--- src/rtl/slirq_pkg.sv ---
package slirq_pkg;
  localparam int CNT_W  = 8;
  localparam int ADDR_W = 16;
  localparam int DATA_W = 8;
  localparam logic [ADDR_W-1:0] TARGET_ADDR = 16'h5203;
  localparam logic [ADDR_W-1:0] STATUS_ADDR = 16'h5204;
  localparam int PEND_BIT   = 7;
  localparam int INFRM_BIT  = 6;
  localparam int ENABLE_BIT = 7;
endpackage

--- src/rtl/slirq_line_counter.sv ---
module slirq_line_counter #(
  parameter int W = 8
) (
  input  logic         clk,
  input  logic         rst_n,
  input  logic         frame_start_i,
  input  logic         line_start_i,
  input  logic         render_on_i,
  output logic [W-1:0] count_next_o,
  output logic         step_o,
  output logic         in_frame_o
);
  localparam logic [W-1:0] MAX = '1;

  logic [W-1:0] cnt_q, cnt_d;
  logic         inf_q, inf_d;

  always_comb begin
    cnt_d  = cnt_q;
    inf_d  = inf_q;
    step_o = 1'b0;
    if (frame_start_i) begin
      cnt_d = '0;
      inf_d = 1'b0;
    end else if (!render_on_i) begin
      inf_d = 1'b0;
    end else if (line_start_i) begin
      step_o = 1'b1;
      if (inf_q) begin
        cnt_d = (cnt_q == MAX) ? MAX : cnt_q + 1'b1;
      end else begin
        inf_d = 1'b1;
        cnt_d = '0;
      end
    end
  end

  always_ff @(posedge clk) begin
    if (!rst_n) begin
      cnt_q <= '0;
      inf_q <= 1'b0;
    end else begin
      cnt_q <= cnt_d;
      inf_q <= inf_d;
    end
  end

  assign count_next_o = cnt_d;
  assign in_frame_o   = inf_q;

  a_r4_frame_clear: assert property (@(posedge clk) disable iff (!rst_n)
    frame_start_i |=> (cnt_q == '0) && !inf_q);
  a_r5_render_off: assert property (@(posedge clk) disable iff (!rst_n)
    (!render_on_i && !frame_start_i) |=> !inf_q && $stable(cnt_q));
  a_r9_saturate: assert property (@(posedge clk) disable iff (!rst_n)
    (cnt_q == MAX && inf_q && render_on_i && !frame_start_i) |=> cnt_q == MAX);
endmodule

--- src/rtl/slirq_compare.sv ---
module slirq_compare #(
  parameter int W = 8
) (
  input  logic [W-1:0] count_next_i,
  input  logic         step_i,
  input  logic [W-1:0] target_i,
  output logic         hit_o
);
  logic target_live;
  assign target_live = |target_i;
  assign hit_o = step_i && target_live && (count_next_i == target_i);
endmodule

--- src/rtl/slirq_regs.sv ---
module slirq_regs
  import slirq_pkg::*;
(
  input  logic              clk,
  input  logic              rst_n,
  input  logic              cpu_wr_i,
  input  logic              cpu_rd_i,
  input  logic [ADDR_W-1:0] cpu_addr_i,
  input  logic [DATA_W-1:0] cpu_wdata_i,
  input  logic              hit_i,
  input  logic              in_frame_i,
  output logic [CNT_W-1:0]  target_o,
  output logic              enable_o,
  output logic              pending_o,
  output logic [DATA_W-1:0] rdata_o
);
  logic rd_status, wr_target, wr_ctrl;
  assign rd_status = cpu_rd_i && (cpu_addr_i == STATUS_ADDR);
  assign wr_target = cpu_wr_i && (cpu_addr_i == TARGET_ADDR);
  assign wr_ctrl   = cpu_wr_i && (cpu_addr_i == STATUS_ADDR);

  always_ff @(posedge clk) begin
    if (!rst_n) begin
      target_o  <= '0;
      enable_o  <= 1'b0;
      pending_o <= 1'b0;
    end else begin
      if (wr_target) target_o <= cpu_wdata_i[CNT_W-1:0];
      if (wr_ctrl)   enable_o <= cpu_wdata_i[ENABLE_BIT];
      if (hit_i)          pending_o <= 1'b1;
      else if (rd_status) pending_o <= 1'b0;
    end
  end

  always_comb begin
    rdata_o = '0;
    if (rd_status) begin
      rdata_o[PEND_BIT]  = pending_o;
      rdata_o[INFRM_BIT] = in_frame_i;
    end
  end

  a_r7_read_clears: assert property (@(posedge clk) disable iff (!rst_n)
    (rd_status && !hit_i) |=> !pending_o);
  a_r7_set_wins: assert property (@(posedge clk) disable iff (!rst_n)
    hit_i |=> pending_o);
  a_r8_enable_load: assert property (@(posedge clk) disable iff (!rst_n)
    wr_ctrl |=> enable_o == $past(cpu_wdata_i[ENABLE_BIT]));
endmodule

--- src/rtl/scanline_irq_unit.sv ---
module scanline_irq_unit
  import slirq_pkg::*;
(
  input  logic              clk,
  input  logic              rst_n,
  input  logic              frame_start_i,
  input  logic              line_start_i,
  input  logic              render_on_i,
  input  logic              cpu_wr_i,
  input  logic              cpu_rd_i,
  input  logic [ADDR_W-1:0] cpu_addr_i,
  input  logic [DATA_W-1:0] cpu_wdata_i,
  output logic [DATA_W-1:0] cpu_rdata_o,
  output logic              irq_o
);
  logic [CNT_W-1:0] count_next, target;
  logic step, in_frame, hit, enable, pending;

  slirq_line_counter #(.W(CNT_W)) u_cnt (
    .clk(clk), .rst_n(rst_n),
    .frame_start_i(frame_start_i), .line_start_i(line_start_i),
    .render_on_i(render_on_i),
    .count_next_o(count_next), .step_o(step), .in_frame_o(in_frame)
  );

  slirq_compare #(.W(CNT_W)) u_cmp (
    .count_next_i(count_next), .step_i(step), .target_i(target), .hit_o(hit)
  );

  slirq_regs u_regs (
    .clk(clk), .rst_n(rst_n),
    .cpu_wr_i(cpu_wr_i), .cpu_rd_i(cpu_rd_i),
    .cpu_addr_i(cpu_addr_i), .cpu_wdata_i(cpu_wdata_i),
    .hit_i(hit), .in_frame_i(in_frame),
    .target_o(target), .enable_o(enable), .pending_o(pending),
    .rdata_o(cpu_rdata_o)
  );

  assign irq_o = pending && enable;

  a_r3_zero_target: assert property (@(posedge clk) disable iff (!rst_n)
    (!pending && target == '0) |=> !pending);
  a_r8_irq_holds: assert property (@(posedge clk) disable iff (!rst_n)
    (irq_o && !cpu_rd_i && !cpu_wr_i) |=> irq_o);
  a_r10_frame_priority: assert property (@(posedge clk) disable iff (!rst_n)
    frame_start_i |-> !hit);
endmodule

--- config.mk ---
export PLATFORM = sky130hd
export DESIGN_NAME = scanline_irq_unit
export DESIGN_NICKNAME = d
export VERILOG_FILES = /design/src/rtl/slirq_pkg.sv /design/src/rtl/slirq_line_counter.sv /design/src/rtl/slirq_compare.sv /design/src/rtl/slirq_regs.sv /design/src/rtl/scanline_irq_unit.sv
export SDC_FILE = /design/constraint.sdc
export NUM_CORES = 1
export LEC_CHECK = 0
export ABC_AREA = 1
export BUFFER_PORTS_ARGS = -buffer_cell sky130_fd_sc_hd__buf_4
export CORE_ASPECT_RATIO = 1.4
export CORE_UTILIZATION = 51
export DETAILED_ROUTE_END_ITERATION = 8
export GPL_ROUTABILITY_DRIVEN = 0
export PLACE_DENSITY = 0.79
export SETUP_SLACK_MARGIN = 0.2
export SYNTH_ARGS = -nofsm -noshare
export SYNTH_HDL_FRONTEND = slang
export SYNTH_HIERARCHICAL = 1
export SYNTH_SLANG_ARGS = --single-unit
--- constraint.sdc ---
create_clock -name clk -period 2.2 [get_ports clk]
set_clock_uncertainty 0.1 [all_clocks]
set_input_delay 0.44 -clock clk [delete_from_list [all_inputs] [get_ports clk]]
set_output_delay 0.44 -clock clk [all_outputs]
set_load 0.02 [all_outputs]
# Word-level counts from Yosys, hierarchy flattened
# Index checks and enable logic that the tools add are counted.
totals:
  wordCells: 32
  ff_bits: 19
  in_bits: 31
op_classes:
  eq_ne: 4
  addsub: 1
  bitwise: 2
  n_mux: 11
  reduce_logical: 9
ops:
  columns: ["op", "count"]
  rows:
  - ["two-way mux 8 bit", 5]
  - ["== test 16 x 15 -> 1 bit (second input constant)", 2]
  - ["adder 8 x 1 -> 8 bit (second input constant)", 1]
  - ["== test 8 bit", 1]
  - ["== test 8 bit (second input constant)", 1]
  - ["OR reduction 8 bit", 1]
  - ["logical AND 1 bit", 6]
  - ["two-way mux 1 bit", 5]
  - ["OR reduction 3 bit", 1]
  - ["two-way mux 2 bit", 1]
  - ["inverter 1 bit", 2]
  - ["nonzero test 2 bit", 1]

# Depth between registers and ports, before layout
logic_depth:
  depth_word: 9
  mapped_depth: 19
  ltp_nobuf: 19

# Cells and area by module
# Netlist, hierarchy kept.
by_module_without_submodules:
  columns: ["module", "cells_each", "area_each_um2", "instances"]
  rows:
  - ["slirq_line_counter", 100, 608.1, 1]
  - ["slirq_regs", 94, 571.8, 1]
  - ["slirq_compare", 46, 193.9, 1]
  - ["scanline_irq_unit", 2, 7.5, 1]

# Worst setup path after synthesis
# Ideal clock, no wire load.
synth_timing:
  path_type: "register -> register"
  from: "reg u_cnt.cnt_q[0]"
  to: "reg u_regs.pending_o"
  setup_slack_ns: 0.360
  t_arrival_ns: 1.671
  period_less_slack_ns: 1.840
  path_buffers: 0
  path_stages_with_launch: 20
  required_time_ns: 2.030
  path_cell_list: "dfxtp_1 > ha_1 > nand3_2 > nor2_4 > nand2_4 > nand3_1 > nand2_1 > nand2_1 > nand2_1 > inv_1 > inv_1 > nand2_1 > nand2_1 > inv_1 > nand2_1 > nor2_2 > nand2_1 > nor2_2 > inv_1 > a21oi_1"
synth_via:
  elab_chain_len: 9
  word_cells_on_any_way: 11
  cone_classes: "1 x add/sub; 2 x eq/ne; 6 x mux; 2 x reduce/logical"
synth_lines:
  columns: ["element", "line_no", "source"]
  rows:
  - ["start: declaration", "slirq_line_counter.sv:15", "logic [W-1:0] cnt_q, cnt_d;"]
  - ["start signal: assignment", "slirq_line_counter.sv:43", "cnt_q <= cnt_d;"]
  - ["adder 8 x 1 -> 8 bit / == test 8 bit (equally long branches)", "slirq_line_counter.sv:30", "cnt_d = (cnt_q == MAX) ? MAX : cnt_q + 1'b1;"]
  - ["two-way mux 8 bit (*)", "slirq_line_counter.sv:30", null]
  - ["two-way mux 8 bit (*)", "slirq_line_counter.sv:29", "if (inf_q) begin"]
  - ["two-way mux 8 bit (*)", "slirq_line_counter.sv:27", "end else if (line_start_i) begin"]
  - ["two-way mux 8 bit (*)", "slirq_line_counter.sv:25", "end else if (!render_on_i) begin"]
  - ["two-way mux 8 bit (*)", "slirq_line_counter.sv:22", "if (frame_start_i) begin"]
  - ["net count_next[5]", "scanline_irq_unit.sv:16", "logic [CNT_W-1:0] count_next, target;"]
  - ["== test 8 bit (*)", "slirq_compare.sv:11", "assign hit_o = step_i && target_live && (count_next_i == target_i);"]
  - ["logical AND 1 bit (*)", "slirq_compare.sv:11", null]
  - ["net hit", "scanline_irq_unit.sv:17", "logic step, in_frame, hit, enable, pending;"]
  - ["two-way mux 1 bit / nonzero test 2 bit (equally long branches)", null, null]
  - ["end signal: assignment", "slirq_regs.sv:26", "pending_o <= 1'b0;"]
  - ["end signal: assignment", "slirq_regs.sv:30", "if (hit_i) pending_o <= 1'b1;"]
  - ["end signal: assignment", "slirq_regs.sv:31", "else if (rd_status) pending_o <= 1'b0;"]
  - ["end: declaration", "slirq_regs.sv:14", "output logic pending_o,"]
# The timed path passes the listed nets; every way through them passes the cells marked *.
# A chain may end at the register's enable or synchronous reset.

# Worst setup path in the final report
layout_timing:
  from: "reg u_cnt.cnt_q[2]"
  to: "reg u_regs.pending_o"
# The elaborated chain is that of the path after synthesis.

==> results.py <==
metrics = {
    "setup_path": {
        "path_max_fanout": 6,
        "worstSetupPathType": "flop to flop",
        "crit_start": "u_cnt/cnt_q[2]$_SDFF_PN0_",
        "required_ns": 2.34,
        "reg2reg_slack_ns": 0.15,
        "r2r_start": "u_cnt/cnt_q[2]$_SDFF_PN0_",
        "cp-start-kind": "flop",
        "critPathCaptureType": "flop",
        "worstReg2RegEnd": "u_regs/pending_o$_SDFFE_PN0P_",
        "arrival_ns": 2.19,
        "worst_r2r_path_depth": 14,
    },
    "layout": {
        "fin_area_sq_um": 1720,
        "synthToLayoutAreaGrowth_pct": 24.5,
        "antenna_cells": 0,
        "layout-drive-gt1-share_pct": 22.7,
        "final_nets": 310,
        "fin_cells": 313,
    },
    "timing": {
        "rsz0062_at_grt": "true",
        "period_share_pct": 93.4,
        "hold_viol_final": 0,
        "setup_viol": 0,
        "finalCriticalPeriod_ns": 2.05,
        "slew_violations": 0,
        "fmax_mhz": 487,
    },
    "synth": {
        "synth_top_family_by_area": "simple AND/OR/NAND/NOR gates",
        "synth-seq-area-share_pct": 27.5,
        "synth_cell_types": 24,
        "yosysWarnings": 6,
        "synth_mux_area_share_pct": 0,
        "avgSynthCellArea_sq_um": 5.71,
        "synth_compound_area_share_pct": 4.44,
        "syn_inst": 242,
        "synth_adder_area_share_pct": 0.906,
        "synth_xor_area_share_pct": 1.27,
        "synthesis.area_sq_um": 1380,
        "yosys.area_share.simple_pct": 48.6,
        "ys_ff_latch": 19,
    },
    "floorplan": {
        "die_y_um": 63.6,
        "die_area_sq_um": 2920,
        "die_width_um": 46.0,
        "io_pins": 40,
        "initial_core_util_pct": 53.4,
        "rows": 22,
        "core-area_sq_um": 2590,
    },
    "cts": {
        "clock_sinks": 19,
        "tritoncts": "done",
        "clkTransAtPathRegs_ns": 0.11,
        "htreeDepth": 1,
        "root_buffer": "clkbuf_4",
        "insertion_delay_ns": 0.30,
        "max-clock-path-buffers": 2,
        "cts_buffers": 3,
    },
    "global_route": {
        "grt_pass1_vias": 1206,
        "antenna_found_initial": 0,
        "grt.total_usage_pct": 20.0,
        "grt_first_pass_wirelength_um": 4500,
        "grt_overflow_total": 0,
        "grt_max_degree": 17,
    },
    "job": {
        "maxCapViolCount": 0,
    },
    "route": {
        "wl_met2_um": 1690,
        "ant_nets": 0,
        "viasPerCell": 4.65,
        "drtPass1Iterations": 4,
        "routed_wl_um": 2970,
        "num_vias": 1457,
        "drt-wirelength-per-cell_um": 9.48,
        "top_layer_used": "met4",
        "wl_met1_um": 1140,
        "drc_errors": 0,
        "wl_met3_um": 88,
        "detailedRoute.firstIterationViolations": 32,
    },
    "hold_path": {
        "hold_start": "cpu_wdata_i[6]",
        "hold_depth": 3,
        "min_to": "u_regs/target_o[6]$_SDFFE_PN0P_",
        "holdCritPathClass": "input pin to flop",
    },
    "power_and_ir_drop": {
        "leakage_nw": 0.931,
        "power.density_nw_per_um2": 348,
        "ir_worst_vdd_v": 0.000343,
    },
    "run_status": {
        "status": "finished clean",
    },
    "place": {
        "placed_cell_area_sq_um": 1630,
        "portBuffers": 33,
        "dp_hpwl_um": 2190,
        "place_inst": 308,
    },
}
[stage by stage]
step	util, %	setup slack [ns]	TNS (ns)	hold WS (ns)	power [mW]
2_1_floorplan	-	0.360	0	0.349	0.390
6_report	66.5	0.145	0	0.255	0.599
4_1_cts	64.2	0.201	0	0.245	0.609
5_1_grt	66.5	-0.0299	-0.0299	0.244	0.625
3_5_place_dp	63.1	0.193	0	0.367	0.431
3_3_place_gp	63.1	0.221	0	0.371	0.429
[metal layers]
layer	track usage [%]	vias up
met1	19.4	650
met4	6.62	0
met3	2.58	4
li1	-	768
met2	39.4	35
met5	0	-
[worst max-delay path, stage by stage (launching register included)]
cell     delay (ns)
dfxtp_2        0.43
nand3_1        0.17
o21ai_0        0.36
nand3_2        0.11
nand2_1        0.08
nand2_1        0.06
nand2_2        0.07
inv_2          0.04
nand2_1        0.08
nand3_1        0.09
nor2_1         0.12
nand2_1        0.07
nor2_2         0.09
inv_1          0.04
a21oi_1        0.10
[cells by family after synthesis]
kind of cell | Yosys count
other cells | 1
xor+xnor | 2
simple gates | 156
buf+inv | 54
flops | 19
compound gates | 9
fa+ha+maj | 1
[timing repair]
| item | in CTS | in global routing |
|---|---|---|
| setup buffers | 0 | 1 |
| pin swaps | 0 | 10 |
| endpoints found under the setup margin | 1 | 1 |
| resized for setup | 2 | 15 |
| hold buffers | 0 | 0 |
[cell usage after synthesis, drive strengths merged]
cell type	instances	area share, %
xnor2	2	1.3
inv	46	13
o2111a	1	0.82
and2	2	0.91
nand2	88	25
conb	1	0.27
nor2	53	17
ha	1	0.91
nand4	1	0.45
nand3	12	4.7
o21a	1	0.54
a21oi	3	1.6
dfxtp	19	28
o21ai	4	1.4
buf	8	4.4
[report_power, final]
| part | internal, mW | switching, mW |
|---|---|---|
| combinational | 0.0397 | 0.0382 |
| clock | 0.0677 | 0.111 |
| sequential | 0.342 | 0.000692 |
[how the worst max path moves through the flow]
stage / to / slack (ns)
5_1_grt: u_regs/pending_o$_SDFFE_PN0P_ / -0.03
6_report: u_regs/pending_o$_SDFFE_PN0P_ / 0.15
2_1_floorplan: u_regs/pending_o$_SDFFE_PN0P_ / 0.36
3_5_place_dp: u_regs/pending_o$_SDFFE_PN0P_ / 0.19
3_3_place_gp: u_regs/pending_o$_SDFFE_PN0P_ / 0.22
4_1_cts: u_regs/pending_o$_SDFFE_PN0P_ / 0.20
[layout make-up]
type / instances / area [sq um]
clock inverter: 1 / 5.00
sequential: 19 / 389
timing repair buffer: 34 / 255
multi-input combinational: 174 / 831
inverter: 46 / 173
tap: 36 / 45.0
clock buffer: 3 / 22.5
fill: 275 / 867
[placed cells by master (no fill, tap or decap)]
master / synthesis / routed
a21oi_1: 1 / 1
a21oi_2: 2 / 1
a21oi_4: 0 / 1
and2_1: 2 / 2
buf_4: 6 / 34
clkbuf_4: 0 / 3
clkinv_2: 0 / 1
conb_1: 1 / 6
dfxtp_1: 19 / 16
dfxtp_2: 0 / 1
dfxtp_4: 0 / 2
ha_4: 0 / 1
inv_1: 46 / 44
inv_2: 0 / 2
nand2_1: 85 / 81
nand2_2: 1 / 5
nand2_4: 2 / 2
nand3_1: 11 / 10
nand3_2: 1 / 1
nand3_4: 0 / 1
nand4_1: 1 / 1
nor2_1: 46 / 45
nor2_2: 4 / 5
nor2_4: 2 / 2
nor2_8: 1 / 1
o2111a_1: 1 / 1
o21a_1: 1 / 1
o21ai_0: 4 / 4
xnor2_1: 2 / 2
[flip-flops by register name, summed over array words and instances, names as in the netlist]
name              count
u_regs/enable_o       1
u_cnt/cnt_q           8
u_cnt/in_frame_o      1
u_regs/pending_o      1
u_regs/target_o       8
(Power assumes the default switching activity.)
